<file path="config.mk">
export PLATFORM = sky130hd
export DESIGN_NAME = swclk_gen
export DESIGN_NICKNAME = d
export VERILOG_FILES = /design/src/rtl/swclk_pkg.sv /design/src/rtl/swclk_edge.sv /design/src/rtl/swclk_period.sv /design/src/rtl/swclk_div.sv /design/src/rtl/swclk_freerun.sv /design/src/rtl/swclk_gen.sv
export SDC_FILE = /design/constraint.sdc
export NUM_CORES = 1
export LEC_CHECK = 0
export ABC_AREA = 1
export ABC_CLOCK_PERIOD_IN_PS = 6500
export BUFFER_PORTS_ARGS = -buffer_cell sky130_fd_sc_hd__buf_4
export CAP_MARGIN = 15
export CORE_UTILIZATION = 60
export DETAILED_ROUTE_END_ITERATION = 10
export PLACE_DENSITY = 0.86
export SETUP_SLACK_MARGIN = 0.15
export SLEW_MARGIN = 20
export SYNTH_ARGS = -nofsm -noshare
export SYNTH_HDL_FRONTEND = slang
export SYNTH_HIERARCHICAL = 1
export SYNTH_SLANG_ARGS = --single-unit
</file>
<file path="constraint.sdc">
create_clock -name clk_i -period 6.5 [get_ports clk_i]
set_clock_uncertainty 0.2 [all_clocks]
set_input_delay 0.65 -clock clk_i [delete_from_list [all_inputs] [get_ports clk_i]]
set_output_delay 0.65 -clock clk_i [all_outputs]
set_load 0.03 [all_outputs]
</file>
<file path="src/rtl/swclk_pkg.sv">
package swclk_pkg;

    typedef enum logic [1:0] {
        MODE_START = 2'b00,
        MODE_STBY  = 2'b01,
        MODE_NORM  = 2'b10,
        MODE_RSVD  = 2'b11
    } mode_e;

    // Whole system-clock cycles in one period of the given frequency.
    function automatic int unsigned cycles_for(input int unsigned clk_hz,
                                               input int unsigned hz);
        return clk_hz / hz;
    endfunction

endpackage

</file>
<file path="src/rtl/swclk_edge.sv">
module swclk_edge (
    input  logic clk_i,
    input  logic rst_ni,
    input  logic sync_i,
    output logic rise_o
);

    typedef struct packed {
        logic prev;
    } edge_st_t;

    edge_st_t st_d, st_q;

    always_comb begin
        st_d      = st_q;
        st_d.prev = sync_i;
        rise_o    = sync_i & ~st_q.prev;
    end

    // The previous sample starts high, so a level held through reset is no edge.
    always_ff @(posedge clk_i or negedge rst_ni) begin
        if (!rst_ni) begin
            st_q <= '{prev: 1'b1};
        end else begin
            st_q <= st_d;
        end
    end

    AST_RISE_FROM_LOW: assert property (@(posedge clk_i) disable iff (!rst_ni)
        rise_o |-> !$past(sync_i));

endmodule

</file>
<file path="src/rtl/swclk_period.sv">
module swclk_period #(
    parameter int unsigned MIN_P = 76,
    parameter int unsigned MAX_P = 333,
    parameter int unsigned PW    = 9
) (
    input  logic          clk_i,
    input  logic          rst_ni,
    input  logic          rise_i,
    output logic [PW-1:0] meas_o,
    output logic          take_o,
    output logic          locked_o,
    output logic [PW-1:0] period_o
);

    localparam logic [PW-1:0] MIN_V = PW'(MIN_P);
    localparam logic [PW-1:0] MAX_V = PW'(MAX_P);

    typedef struct packed {
        logic [PW-1:0] pcnt;
        logic [1:0]    good;
        logic          locked;
        logic [PW-1:0] period;
    } per_st_t;

    per_st_t st_d, st_q;
    logic    in_window;

    always_comb begin
        st_d      = st_q;
        take_o    = 1'b0;
        meas_o    = st_q.pcnt + PW'(1);
        in_window = (meas_o >= MIN_V) && (meas_o <= MAX_V);

        // Saturating age counter since the last rising edge.
        if (st_q.pcnt == MAX_V) begin
            st_d.pcnt = MAX_V;
        end else begin
            st_d.pcnt = st_q.pcnt + PW'(1);
        end

        if (rise_i) begin
            st_d.pcnt = '0;
            if (in_window) begin
                st_d.period = meas_o;
                if (st_q.good != 2'd2) begin
                    st_d.good = st_q.good + 2'd1;
                end
                if (st_q.good != 2'd0) begin
                    st_d.locked = 1'b1;
                    take_o      = 1'b1;
                end
            end else begin
                st_d.good   = 2'd0;
                st_d.locked = 1'b0;
            end
        end else if (st_q.pcnt == MAX_V) begin
            st_d.good   = 2'd0;
            st_d.locked = 1'b0;
        end
    end

    // The age counter starts saturated: the first edge measures an invalid period.
    always_ff @(posedge clk_i or negedge rst_ni) begin
        if (!rst_ni) begin
            st_q <= '{pcnt: MAX_V, good: 2'd0, locked: 1'b0, period: '0};
        end else begin
            st_q <= st_d;
        end
    end

    assign locked_o = st_q.locked;
    assign period_o = st_q.period;

    AST_LOCK_ON_EDGE: assert property (@(posedge clk_i) disable iff (!rst_ni)
        $rose(locked_o) |-> $past(rise_i));

    AST_TIMEOUT_DROP: assert property (@(posedge clk_i) disable iff (!rst_ni)
        (locked_o && (st_q.pcnt == MAX_V) && !rise_i) |=> !locked_o);

    AST_PERIOD_IN_WINDOW: assert property (@(posedge clk_i) disable iff (!rst_ni)
        (period_o != '0) |-> ((period_o >= MIN_V) && (period_o <= MAX_V)));

endmodule

</file>
<file path="src/rtl/swclk_div.sv">
module swclk_div #(
    parameter int unsigned PW    = 9,
    parameter int unsigned DIV   = 20,
    parameter int unsigned SHIFT = 16
) (
    input  logic [PW-1:0] p_i,
    output logic [PW-1:0] q_o
);

    // Rounded-up reciprocal: exact floor for operands far below 2**SHIFT / DIV.
    localparam int unsigned RB     = SHIFT + 2;
    localparam int unsigned PROD_W = PW + RB;
    localparam logic [RB-1:0] RECIP_V = RB'(((64'd1 << SHIFT) + 64'(DIV) - 64'd1) / 64'(DIV));

    logic [PROD_W-1:0] part [RB+1];

    assign part[0] = '0;

    for (genvar gi = 0; gi < RB; gi++) begin : g_term
        if (RECIP_V[gi]) begin : g_add
            assign part[gi+1] = part[gi] + (PROD_W'(p_i) << gi);
        end else begin : g_pass
            assign part[gi+1] = part[gi];
        end
    end

    assign q_o = PW'(part[RB] >> SHIFT);

endmodule

</file>
<file path="src/rtl/swclk_freerun.sv">
module swclk_freerun #(
    parameter int unsigned SLOW_CNT = 500,
    parameter int unsigned FAST_CNT = 166,
    parameter int unsigned CW       = 9
) (
    input  logic clk_i,
    input  logic rst_ni,
    input  logic run_i,
    input  logic fast_i,
    output logic fire_o
);

    localparam logic [CW-1:0] SLOW_V = CW'(SLOW_CNT);
    localparam logic [CW-1:0] FAST_V = CW'(FAST_CNT);

    typedef struct packed {
        logic [CW-1:0] cnt;
        logic [CW-1:0] lim;
    } fr_st_t;

    fr_st_t        st_d, st_q;
    logic [CW-1:0] sel_lim;

    always_comb begin
        st_d    = st_q;
        sel_lim = fast_i ? FAST_V : SLOW_V;
        fire_o  = run_i && (st_q.cnt == st_q.lim - CW'(1));

        if (!run_i || fire_o) begin
            // A new interval length is only picked up at a cycle boundary.
            st_d.cnt = '0;
            st_d.lim = sel_lim;
        end else begin
            st_d.cnt = st_q.cnt + CW'(1);
        end
    end

    always_ff @(posedge clk_i or negedge rst_ni) begin
        if (!rst_ni) begin
            st_q <= '{cnt: '0, lim: SLOW_V};
        end else begin
            st_q <= st_d;
        end
    end

    AST_LIM_AT_BOUNDARY: assert property (@(posedge clk_i) disable iff (!rst_ni)
        (run_i && !fire_o) |=> $stable(st_q.lim));

    AST_CNT_IN_RANGE: assert property (@(posedge clk_i) disable iff (!rst_ni)
        st_q.cnt < st_q.lim);

endmodule

</file>
<file path="src/rtl/swclk_gen.sv">
module swclk_gen
    import swclk_pkg::*;
#(
    parameter int unsigned CLK_HZ     = 10_000_000,
    parameter int unsigned SLOW_HZ    = 20_000,
    parameter int unsigned FAST_HZ    = 60_000,
    parameter int unsigned SYNC_LO_HZ = 30_000,
    parameter int unsigned SYNC_HI_HZ = 130_000,
    parameter int unsigned DLY_DIV    = 20,
    parameter int unsigned PERIOD_W   = $clog2(CLK_HZ / SYNC_LO_HZ + 2)
) (
    input  logic                clk_i,
    input  logic                rst_ni,
    input  logic                sync_i,
    input  logic [1:0]          mode_i,
    input  logic                fb_high_i,
    output logic                cyc_start_o,
    output logic [PERIOD_W-1:0] period_o,
    output logic                locked_o
);

    localparam int unsigned SLOW_CNT = cycles_for(CLK_HZ, SLOW_HZ);
    localparam int unsigned FAST_CNT = cycles_for(CLK_HZ, FAST_HZ);
    localparam int unsigned MIN_P    = cycles_for(CLK_HZ, SYNC_HI_HZ);
    localparam int unsigned MAX_P    = cycles_for(CLK_HZ, SYNC_LO_HZ);
    localparam int unsigned BIG_CNT  = (SLOW_CNT > FAST_CNT) ? SLOW_CNT : FAST_CNT;
    localparam int unsigned CNT_W    = $clog2(BIG_CNT + 1);

    typedef struct packed {
        logic                arm;
        logic [PERIOD_W-1:0] dly;
        logic                strb;
    } seq_st_t;

    seq_st_t             seq_d, seq_q;
    logic                rise;
    logic                take;
    logic [PERIOD_W-1:0] meas;
    logic [PERIOD_W-1:0] dly_calc;
    logic                free_fire;
    logic                sync_fire;
    logic                fast_sel;

    assign fast_sel = (mode_i == MODE_NORM) && fb_high_i;

    swclk_edge u_edge (
        .clk_i  (clk_i),
        .rst_ni (rst_ni),
        .sync_i (sync_i),
        .rise_o (rise)
    );

    swclk_period #(
        .MIN_P (MIN_P),
        .MAX_P (MAX_P),
        .PW    (PERIOD_W)
    ) u_period (
        .clk_i    (clk_i),
        .rst_ni   (rst_ni),
        .rise_i   (rise),
        .meas_o   (meas),
        .take_o   (take),
        .locked_o (locked_o),
        .period_o (period_o)
    );

    swclk_div #(
        .PW  (PERIOD_W),
        .DIV (DLY_DIV)
    ) u_div (
        .p_i (meas),
        .q_o (dly_calc)
    );

    swclk_freerun #(
        .SLOW_CNT (SLOW_CNT),
        .FAST_CNT (FAST_CNT),
        .CW       (CNT_W)
    ) u_freerun (
        .clk_i  (clk_i),
        .rst_ni (rst_ni),
        .run_i  (!locked_o),
        .fast_i (fast_sel),
        .fire_o (free_fire)
    );

    always_comb begin
        seq_d     = seq_q;
        sync_fire = 1'b0;

        if (take) begin
            // One cycle is spent in the strobe register itself.
            seq_d.arm = 1'b1;
            seq_d.dly = dly_calc - PERIOD_W'(1);
        end else if (rise) begin
            seq_d.arm = 1'b0;
        end else if (seq_q.arm) begin
            if (seq_q.dly == '0) begin
                sync_fire = 1'b1;
                seq_d.arm = 1'b0;
            end else begin
                seq_d.dly = seq_q.dly - PERIOD_W'(1);
            end
        end

        seq_d.strb = sync_fire | free_fire;
    end

    always_ff @(posedge clk_i or negedge rst_ni) begin
        if (!rst_ni) begin
            seq_q <= '{arm: 1'b0, dly: '0, strb: 1'b0};
        end else begin
            seq_q <= seq_d;
        end
    end

    assign cyc_start_o = seq_q.strb;

    AST_STROBE_SINGLE: assert property (@(posedge clk_i) disable iff (!rst_ni)
        cyc_start_o |=> !cyc_start_o);

    AST_FREE_QUIET_LOCKED: assert property (@(posedge clk_i) disable iff (!rst_ni)
        locked_o |-> !free_fire);

    AST_ARM_NEEDS_LOCK: assert property (@(posedge clk_i) disable iff (!rst_ni)
        seq_q.arm |-> locked_o);

    AST_TAKE_DELAY_MIN: assert property (@(posedge clk_i) disable iff (!rst_ni)
        take |-> (dly_calc >= PERIOD_W'(2)));

endmodule

</file>
==> impl_results.md, run 1 <==
- Status: completed
- Fmax: 165 MHz
- CP endpoint kind: flop
- Peak supply drop: 0.128 mV
- Slew Viols, Final: 0
- Cells after Synth: 580
- CTS Buf Count: 5
- Max-Cap Viols: 0
- Clk_lat worst skew: 310 ps
- Pre-antenna DRT Iters: 6
- Yosys warns: 6
- Die extent in x: 87.7 um
- Placeable Area: 6940 um^2
- Worst EP required: 6540 ps
- Global placement routability congestion: 0.945
- Flip-flop and latch count after synthesis: 44
- Initial antenna violation count: 0
- R2R depth: 41
- Detailed Place HPWL: 7290 um
- GR Overflow Total: 0
- Library cells used by synthesis: 43
- Worst R2R Setup Slack: 440 ps
- Clock share of power: 16.1%
- N_diodes: 0
- Clk sink count: 44
- Final ANT Viol Nets: 0
- Gr usage total: 26.3%
- Sw Pwr: 627 uW
- Commonest non-fill, non-tap cells in the layout: nand2_1, inv_1, nand3_1
- Reg power frac: 28.5%
- Worst Tran Pin Value: 558 ps
- CTS Buffer Depth: 2
- CTS tree: done
- Cts-stage hold buffer count: 0
- Setup TNS Final: 0 ps
- Tmin final: 6060 ps
- Clock Root Buffer: clkbuf_8
- P_leak: 0.00261 uW
- DR WL/cell: 14.0 um
- DR iter-0 viols: 308
- Synth Flop Type: dfrtp_1
- Die ar.: 7680 um^2
- Share of the synthesized area in the top cell type: 21.0%
- I/O pins: 17
- Total internal power: 747 uW
- Register area share after synthesis: 25.2%
- Top cells by area, synth: dfrtp_1, ha_1, nand2_1, fa_1, inv_1
- Critical Path Max Stage Delay: 650 ps
- Worst Setup SP: u_period/st_q[12]$_DFF_PN1_
- Power Dens Cells: 285 nW/um^2
- Die Height: 87.7 um
- Slew margin rel.: 62.8%
- Buf+Inv Stages, Crit Path: 6
- Floorplan row count: 30
- Cell taking the most area after synthesis: dfrtp_1
- Share of layout cells above drive strength 1: 18.4%
- Mapped Area: 4400 um^2
- R2R Path End: seq_q[7]$_DFFE_PN0P_
- Post-route clock period utilization: 93.3%
- Critical path fanouts, max: 8
- Final setup fails: 0
- Worst-path clk slew: 100 ps
- Post-synth EDFFs: 0
- Setup crit start kind: flop
- Most frequent CP cell: nand2_1
- Commonest non-fill, non-tap cell in the layout: nand2_1
- Number of buffers inserted by port buffering: 16
- Crit Path Class: reg2reg
- Switch share: 45.6%
- Combinational share of power: 55.4%
- DR vias/cell: 5.50
- First-pass GRT wire length: 15,900 um
- Top delay family on crit path: adder cells
- Largest net degree at the start of global routing: 45
- Final hold viol count: 0
- Worst endpoint data arrival time: 6110 ps
- Nets: 671
- Unrepaired setup endpoints after global routing: false
- Vias after detailed routing: 3,817
- Worst reg2reg startpoint: u_period/st_q[12]$_DFF_PN1_
- WHS: 116 ps
- H-tree lvl count: 2
- Vias in the first global route: 3,582
- Detailed Route WL: 9730 um
- Initial Utilization: 63.4%
- Asr flop ratio synth: 100%
- Fill count: 530
- Layout area overhead: 9.52%
- DR DRC count: 0
- Slowest cell on the critical path: dfstp_2
- Worst min path class: in2async
- Syn_area_per_cell: 7.59 um^2
-- metrics by stage --
stage               util, %  cells  power [uW]  cell area (um^2)  worst slack (ps)
floorplan                 -    582         910              4410               725
global placement       65.4    679        1020              4540               386
detailed placement     65.4    679        1070              4540               110
CTS                    67.2    688        1300              4660               191
global route           69.4    694        1490              4820              80.2
finish                 69.4    694        1370              4820               437
-- timing repair --
item,in CTS,in global routing
setup endpoints to repair,2,8
pin swaps,0,8
gates resized for setup,1,24
buffers inserted,1,6
endpoints found under the hold margin,0,0
-- worst max-delay path by stage --
stage,cells past startpoint,end
floorplan,38,seq_q[9]$_DFFE_PN0P_
global placement,38,seq_q[7]$_DFFE_PN0P_
detailed placement,38,seq_q[7]$_DFFE_PN0P_
CTS,39,seq_q[7]$_DFFE_PN0P_
global route,42,seq_q[7]$_DFFE_PN0P_
finish,41,seq_q[7]$_DFFE_PN0P_
-- cell type report --
class | count | area [um^2] | share of cell area [%]
well taps | 96 | 120 | 2.49
inverters | 96 | 368 | 7.63
flip-flops and latches | 44 | 1110 | 23.0
clock inverters | 3 | 46.3 | 0.960
clock buffers | 5 | 68.8 | 1.43
repair buffers | 25 | 188 | 3.89
multi-input cells | 425 | 2920 | 60.6
-- synthesized netlist by cell type (9+ instances only) --
cell / instances
nand2_1: 136
nand2_2: 14
o21ai_1: 9
ha_1: 46
inv_1: 89
dfrtp_1: 37
o21ai_0: 16
a21oi_1: 19
fa_1: 22
nor2_1: 48
nand4_1: 11
nand3_1: 47
buf_4: 12
-- flip-flops by register name (all words and copies together) (netlist names) --
signal and flops:
u_period/st_q 11, u_freerun/st_q 11, cyc_start_o 1, u_period/locked_o 1, u_period/period_o 9, seq_q 10
u_edge/st_q 1
-- layer usage --
metal  share of wire [%]  global-route usage, %  vias to the layer above  wire length [um]
met3                 4.2                   3.86                       13               408
met2                  51                   45.6                      108              4940
met4                 1.5                   6.11                        0               146
met1                  43                   34.8                     1825              4230
li1                    -                      -                     1871                 -
met5                   0                      0                        -                 0
-- cells by family after synthesis --
logic type / Yosys count / synth area share, %
AO/OA/AOI/OAI: 58 / 7.50
XOR/XNOR: 11 / 2.36
adder cells (fa/ha/maj): 68 / 23.1
buffers and inverters: 113 / 11.1
flip-flops: 44 / 25.2
other: 1 / 0.0852
AND/OR/NAND/NOR: 285 / 30.7
-- power by group through the flow --
stage	clock network [uW]	logic (uW)	registers, uW
after detailed placement	0	680	390
after global routing	236	853	399
after CTS	224	688	386
after global placement	0	638	387
final	222	762	391
after floorplan	0	539	371
Note: power is estimated with default switching activity, not from simulation.
==> run 2, diff against run 1 <==
Settings changed: PLACE_DENSITY 0.86 to 0.83.
==> impl_results.md, run 2 (synthesized netlist as in run 1, its figures left out) <==
- CTS Buf Count: 5 (unchanged)
- CTS tree: done
- Clk sink count: 44 (unchanged)
- Setup TNS Final: 0 ps (unchanged)
- Cts-stage hold buffer count: 0 (unchanged)
- Pre-antenna DRT Iters: 5 (-1)
- Share of layout cells above drive strength 1: 20.2% (+1.8 points)
- Multi-input gate area: 2930 um^2 (+0.34%)
- Status: completed
- Top flop regs: u_freerun/st_q: 11 flops, u_period/st_q: 11 flops, seq_q: 10 flops
- Vias in the first global route: 3,492 (-2.5%)
- DR iter-0 viols: 212 (-31%)
- Gr usage total: 25.9% (-0.34 points)
- H-tree lvl count: 2 (unchanged)
- Critical Path Max Stage Delay: 700 ps (+50 ps)
- Worst-path clk slew: 90 ps (about the same)
- Commonest non-fill, non-tap cell in the layout: nand2_1
- Final ANT Viol Nets: 0 (unchanged)
- N_diodes: 0 (unchanged)
- Global placement routability congestion: 0.944 (-0.16%)
- Nets: 678 (+1.0%)
- Critical path fanouts, max: 8 (unchanged)
- Setup crit start kind: flop
- Clk_lat worst skew: 300 ps (about the same)
- Unrepaired setup endpoints after global routing: false
- CTS Buffer Depth: 2 (unchanged)
- Post-route clock period utilization: 94.5% (+1.2 points)
- Slowest cell on the critical path: dfstp_2
- Worst R2R Setup Slack: 360 ps (-80 ps)
- Initial Utilization: 63.4% (unchanged)
- Final hold viol count: 0 (unchanged)
- GR Overflow Total: 0 (unchanged)
- DR WL/cell: 14.3 um (+2.0%)
- Vias after detailed routing: 3,833 (+0.42%)
- Detailed Route WL: 10,000 um (+3.1%)
- Tmin final: 6140 ps (+77.6 ps)
- Slew margin rel.: 63.4% (+0.64 points)
- First-pass GRT wire length: 15,600 um (-1.4%)
- Register Area: 1110 um^2 (unchanged)
- DR DRC count: 0 (unchanged)
- Worst endpoint data arrival time: 6140 ps (+30 ps)
- Peak supply drop: 0.128 mV (+0.65%)
- Worst Tran Pin Value: 549 ps (-9.65 ps)
- Fill count: 516 (-2.6%)
- Number of buffers inserted by port buffering: 16 (unchanged)
- Initial antenna violation count: 0 (unchanged)
- Largest net degree at the start of global routing: 45 (unchanged)
- Layout Cells excl Fill: 701 (+1.0%)
- Cell count after placement: 682 (+0.44%)
- Slew Viols, Final: 0 (unchanged)
- Die ar.: 7680 um^2 (unchanged)
- P_leak: 0.00266 uW (+2.0%)
- Worst EP required: 6490 ps (-50 ps)
- Floorplan row count: 30 (unchanged)
- Final setup fails: 0 (unchanged)
- Fmax: 163 MHz (-1.3%)
- Worst min path class: in2async
- Die extent in x: 87.7 um (unchanged)
- Layout area overhead: 11.0%
- CP endpoint kind: flop
- Clock Root Buffer: clkbuf_8
- Placeable Area: 6940 um^2 (unchanged)
- Power Dens Cells: 285 nW/um^2 (+0.12%)
- Worst Setup SP: u_period/st_q[12]$_DFF_PN1_
- I/O pins: 17 (unchanged)
- Max-Cap Viols: 0 (unchanged)
- Die Height: 87.7 um (unchanged)
- Detailed Place HPWL: 7280 um (-0.23%)
- Commonest non-fill, non-tap cells in the layout: nand2_1, inv_1, nand3_1
- Crit Path Class: reg2reg
- Worst reg2reg startpoint: u_period/st_q[12]$_DFF_PN1_
- DR vias/cell: 5.47 (-0.58%)
- Final Core Density: 70.4% (+0.94 points)
[run 2: changes by cell type in the layout (fill, tap and decap cells not counted), sizes merged]
cell | before | now
buf | 25 | 32
clkinvlp | 3 | 1
clkinv | 0 | 1
clkbuf | 5 | 6
[run 2: worst paths after layout]
kind                                               endpoint  cells past startpoint
min                        u_period/period_o[0]$_DFFE_PN0P_                      1
min in group clk_i                    u_edge/st_q$_DFF_PN1_                      1
max in group asynchronous             u_edge/st_q$_DFF_PN1_                      1
min reg2reg                u_period/period_o[6]$_DFFE_PN0P_                      2
max reg2reg                            seq_q[5]$_DFFE_PN0P_                     38
max                                    seq_q[5]$_DFFE_PN0P_                     38
[run 2: cell type report]
type / count / share of cell area (%)
Clock buffer: 6 / 1.69
Clock inverter: 2 / 0.794
Inverter: 96 / 7.45
Multi-Input combinational cell: 425 / 60.0
Sequential cell: 44 / 22.7
Tap cell: 96 / 2.46
Timing Repair Buffer: 32 / 4.92
[run 2: timing repair]
action / CTS / global route
endpoints found under the setup margin: 0 / 8
hold endpoints to repair: 0 / 0
gates resized for setup: 0 / 32
setup buffers: 0 / 11
[run 2: worst max-delay path, delay by kind of cell (launching register included)]
family,cells,cell delay (ps)
AND/OR/NAND/NOR,26,2350
buffers and inverters,4,290
AO/OA/AOI/OAI,2,410
adder cells (fa/ha/maj),6,2080
flip-flops,1,700
[run 2: report_power, final]
part | internal [uW] | switching, uW | total [uW]
Combinational | 312 | 468 | 780
Sequential | 330 | 60.9 | 391
Clock | 126 | 98.2 | 224
Total | 768 | 627 | 1390
[run 2: per-layer routing]
layer / share of wire [%] / track usage (%) / vias to the layer above / routed length, um
met3: 5.7 / 4.71 / 34 / 568
met2: 48 / 44.2 / 118 / 4820
li1: - / - / 1882 / -
met5: 0 / 0 / - / 0
met4: 3.2 / 7.45 / 0 / 324
met1: 43 / 33.8 / 1799 / 4320
[run 2: per-stage QoR]
stage | total power [uW] | worst slack, ps | cell area, um^2 | hold WS (ps)
2_1_floorplan | 910 | 725 | 4410 | 154
6_report | 1390 | 359 | 4890 | 121
5_1_grt | 1510 | 46.3 | 4890 | 164
3_3_place_gp | 1050 | 421 | 4560 | 269
4_1_cts | 1310 | 186 | 4680 | 149
3_5_place_dp | 1080 | 225 | 4560 | 273
==> run 3, diff against run 2 <==
Settings changed: CORE_MARGIN set to 4.
==> impl_results.md, run 3 (synthesized netlist as in run 1, its figures left out) <==
- Final setup fails: 0 (unchanged)
- Post-route clock period utilization: 96.9% (+2.5 points)
- Setup crit start kind: flop
- Reg power frac: 28.2% (+0.2 points)
- Die extent in x: 93.7 um (+6.8%)
- Top delay family on crit path: adder cells
- N_diodes: 0 (unchanged)
- Worst Tran Pin Value: 549 ps (+0.260 ps)
- Fill count: 518 (+0.39%)
- Worst min path class: in2async
- Peak supply drop: 0.120 mV (-6.9%)
- Top flop regs: u_freerun/st_q: 11 flops, u_period/st_q: 11 flops, seq_q: 10 flops
- CTS Buffer Depth: 2 (unchanged)
- Clk_lat worst skew: 300 ps (about the same)
- CP endpoint kind: flop
- Total internal power: 749 uW (-2.4%)
- Initial Utilization: 63.4% (unchanged)
- Critical Path Max Stage Delay: 610 ps (-90 ps)
- Worst endpoint data arrival time: 6300 ps (+160 ps)
- Nets: 679 (+0.15%)
- Worst EP required: 6500 ps (about the same)
- Critical path fanouts, max: 7 (-1)
- Global placement routability congestion: 0.963 (+2.0%)
- Tmin final: 6300 ps (+161 ps)
- Slew margin rel.: 63.4% (about the same)
- Multi-input gate area: 2910 um^2 (-0.81%)
- H-tree lvl count: 2 (unchanged)
- Status: completed
- Power Dens Cells: 283 nW/um^2 (-0.74%)
- Sw Pwr: 630 uW (+0.45%)
- CTS tree: done
- Layout area overhead: 10.6%
- Slowest cell on the critical path: dfstp_2
- CTS Buf Count: 5 (unchanged)
- Max-Cap Viols: 0 (unchanged)
- Worst-path clk slew: 90 ps (about the same)
- Clk sink count: 44 (unchanged)
- Placeable Area: 6940 um^2 (unchanged)
- DR vias/cell: 5.62 (+2.7%)
- Floorplan row count: 30 (unchanged)
- Final hold viol count: 0 (unchanged)
- GR Overflow Total: 0 (unchanged)
- Layout Cells excl Fill: 702 (+0.14%)
- I/O pins: 17 (unchanged)
- DR WL/cell: 14.8 um (+3.2%)
- Most frequent CP cell: nand2_1
- Share of layout cells above drive strength 1: 19.1% (-1.0 points)
- Combinational share of power: 56.1% (+0.2 points)
- Die Height: 93.7 um (+6.8%)
- DR iter-0 viols: 247 (+17%)
- Detailed Place HPWL: 7430 um (+2.2%)
- First-pass GRT wire length: 16,300 um (+4.1%)
- Vias after detailed routing: 3,942 (+2.8%)
- Detailed Route WL: 10,400 um (+3.3%)
- Register Area: 1110 um^2 (unchanged)
- Vias in the first global route: 3,665 (+5.0%)
- Commonest non-fill, non-tap cells in the layout: nand2_1, inv_1, nand3_1
- Clock Root Buffer: clkbuf_8
- Buf+Inv Stages, Crit Path: 5 (+1)
- Switch share: 45.7% (+0.72 points)
- Cell count after placement: 680 (-0.29%)
- Cts-stage hold buffer count: 0 (unchanged)
- Die ar.: 8770 um^2 (+14%)
- Initial antenna violation count: 0 (unchanged)
- Crit Path Class: reg2reg
- Slew Viols, Final: 0 (unchanged)
- Pre-antenna DRT Iters: 5 (unchanged)
- P_leak: 0.00265 uW (-0.31%)
- DR DRC count: 0 (unchanged)
- Fmax: 159 MHz (-2.6%)
- Commonest non-fill, non-tap cell in the layout: nand2_1
- Final ANT Viol Nets: 0 (unchanged)
- Gr usage total: 22.8% (-3.1 points)
- Clock share of power: 15.8% (-0.3 points)
- Number of buffers inserted by port buffering: 16 (unchanged)
- Largest net degree at the start of global routing: 45 (unchanged)
- WHS: 117 ps (-4.03 ps)
==> run 3: cell types whose count changed in the layout (fill, tap and decap cells not counted), sizes merged <==
cell	delta
clkinv	-1
buf	+1
clkinvlp	+2
clkbuf	-1
==> run 3: final cells by class <==
class | instances | area share, %
multi-input combinational | 425 | 59.7
sequential | 44 | 22.8
inverter | 96 | 7.56
timing repair buffer | 33 | 5.09
tap | 96 | 2.47
clock buffer | 5 | 1.41
clock inverter | 3 | 0.951
==> run 3: routing by layer <==
| metal | wire [um] | vias up | share of wire (%) | track usage (%) |
|---|---|---|---|---|
| met4 | 290 | 0 | 2.8 | 7.46 |
| met1 | 4210 | 1822 | 41 | 29.6 |
| met3 | 704 | 40 | 6.8 | 3.13 |
| met5 | 0 | - | 0 | 0 |
| li1 | - | 1877 | - | - |
| met2 | 5160 | 203 | 50 | 39.2 |
==> run 3: path summary, 6_finish.rpt <==
check                                                 startpoint                               end  slack, ps  cells after the start
worst max-delay path                 u_period/st_q[12]$_DFF_PN1_              seq_q[6]$_DFFE_PN0P_        200                     35
max in group asynchronous                                 rst_ni             u_edge/st_q$_DFF_PN1_       5580                      1
worst min-delay path                                      rst_ni  u_period/period_o[3]$_DFFE_PN0P_        120                      1
worst min register to register  u_period/period_o[6]$_DFFE_PN0P_  u_period/period_o[6]$_DFFE_PN0P_        290                      2
min in group clk_i                                        sync_i             u_edge/st_q$_DFF_PN1_        260                      1
worst max register to register       u_period/st_q[12]$_DFF_PN1_              seq_q[6]$_DFFE_PN0P_        200                     35
==> run 3: what timing repair did <==
item,4_1_cts,5_1_grt
resized for setup,2,23
setup buffers,3,11
pin swaps,0,7
setup endpoints to repair,2,8
==> run 3: metrics by stage <==
| step | TNS [ps] | worst slack [ps] | total power (uW) | util [%] | area, um^2 |
|---|---|---|---|---|---|
| 2_1_floorplan | 0 | 725 | 910 | - | 4410 |
| 3_3_place_gp | 0 | 329 | 1040 | 65.5 | 4550 |
| 3_5_place_dp | 0 | 112 | 1070 | 65.5 | 4550 |
| 4_1_cts | 0 | 167 | 1300 | 67.5 | 4690 |
| 5_1_grt | -596 | -107 | 1490 | 70.1 | 4870 |
| 6_report | 0 | 198 | 1380 | 70.1 | 4870 |
==> run 3: power by group through the flow <==
stage | clock network (uW) | registers, uW | logic [uW]
after global placement | 0 | 386 | 656
after floorplan | 0 | 371 | 539
after global routing | 234 | 394 | 864
after detailed placement | 0 | 390 | 681
after CTS | 220 | 385 | 690
final | 217 | 388 | 773
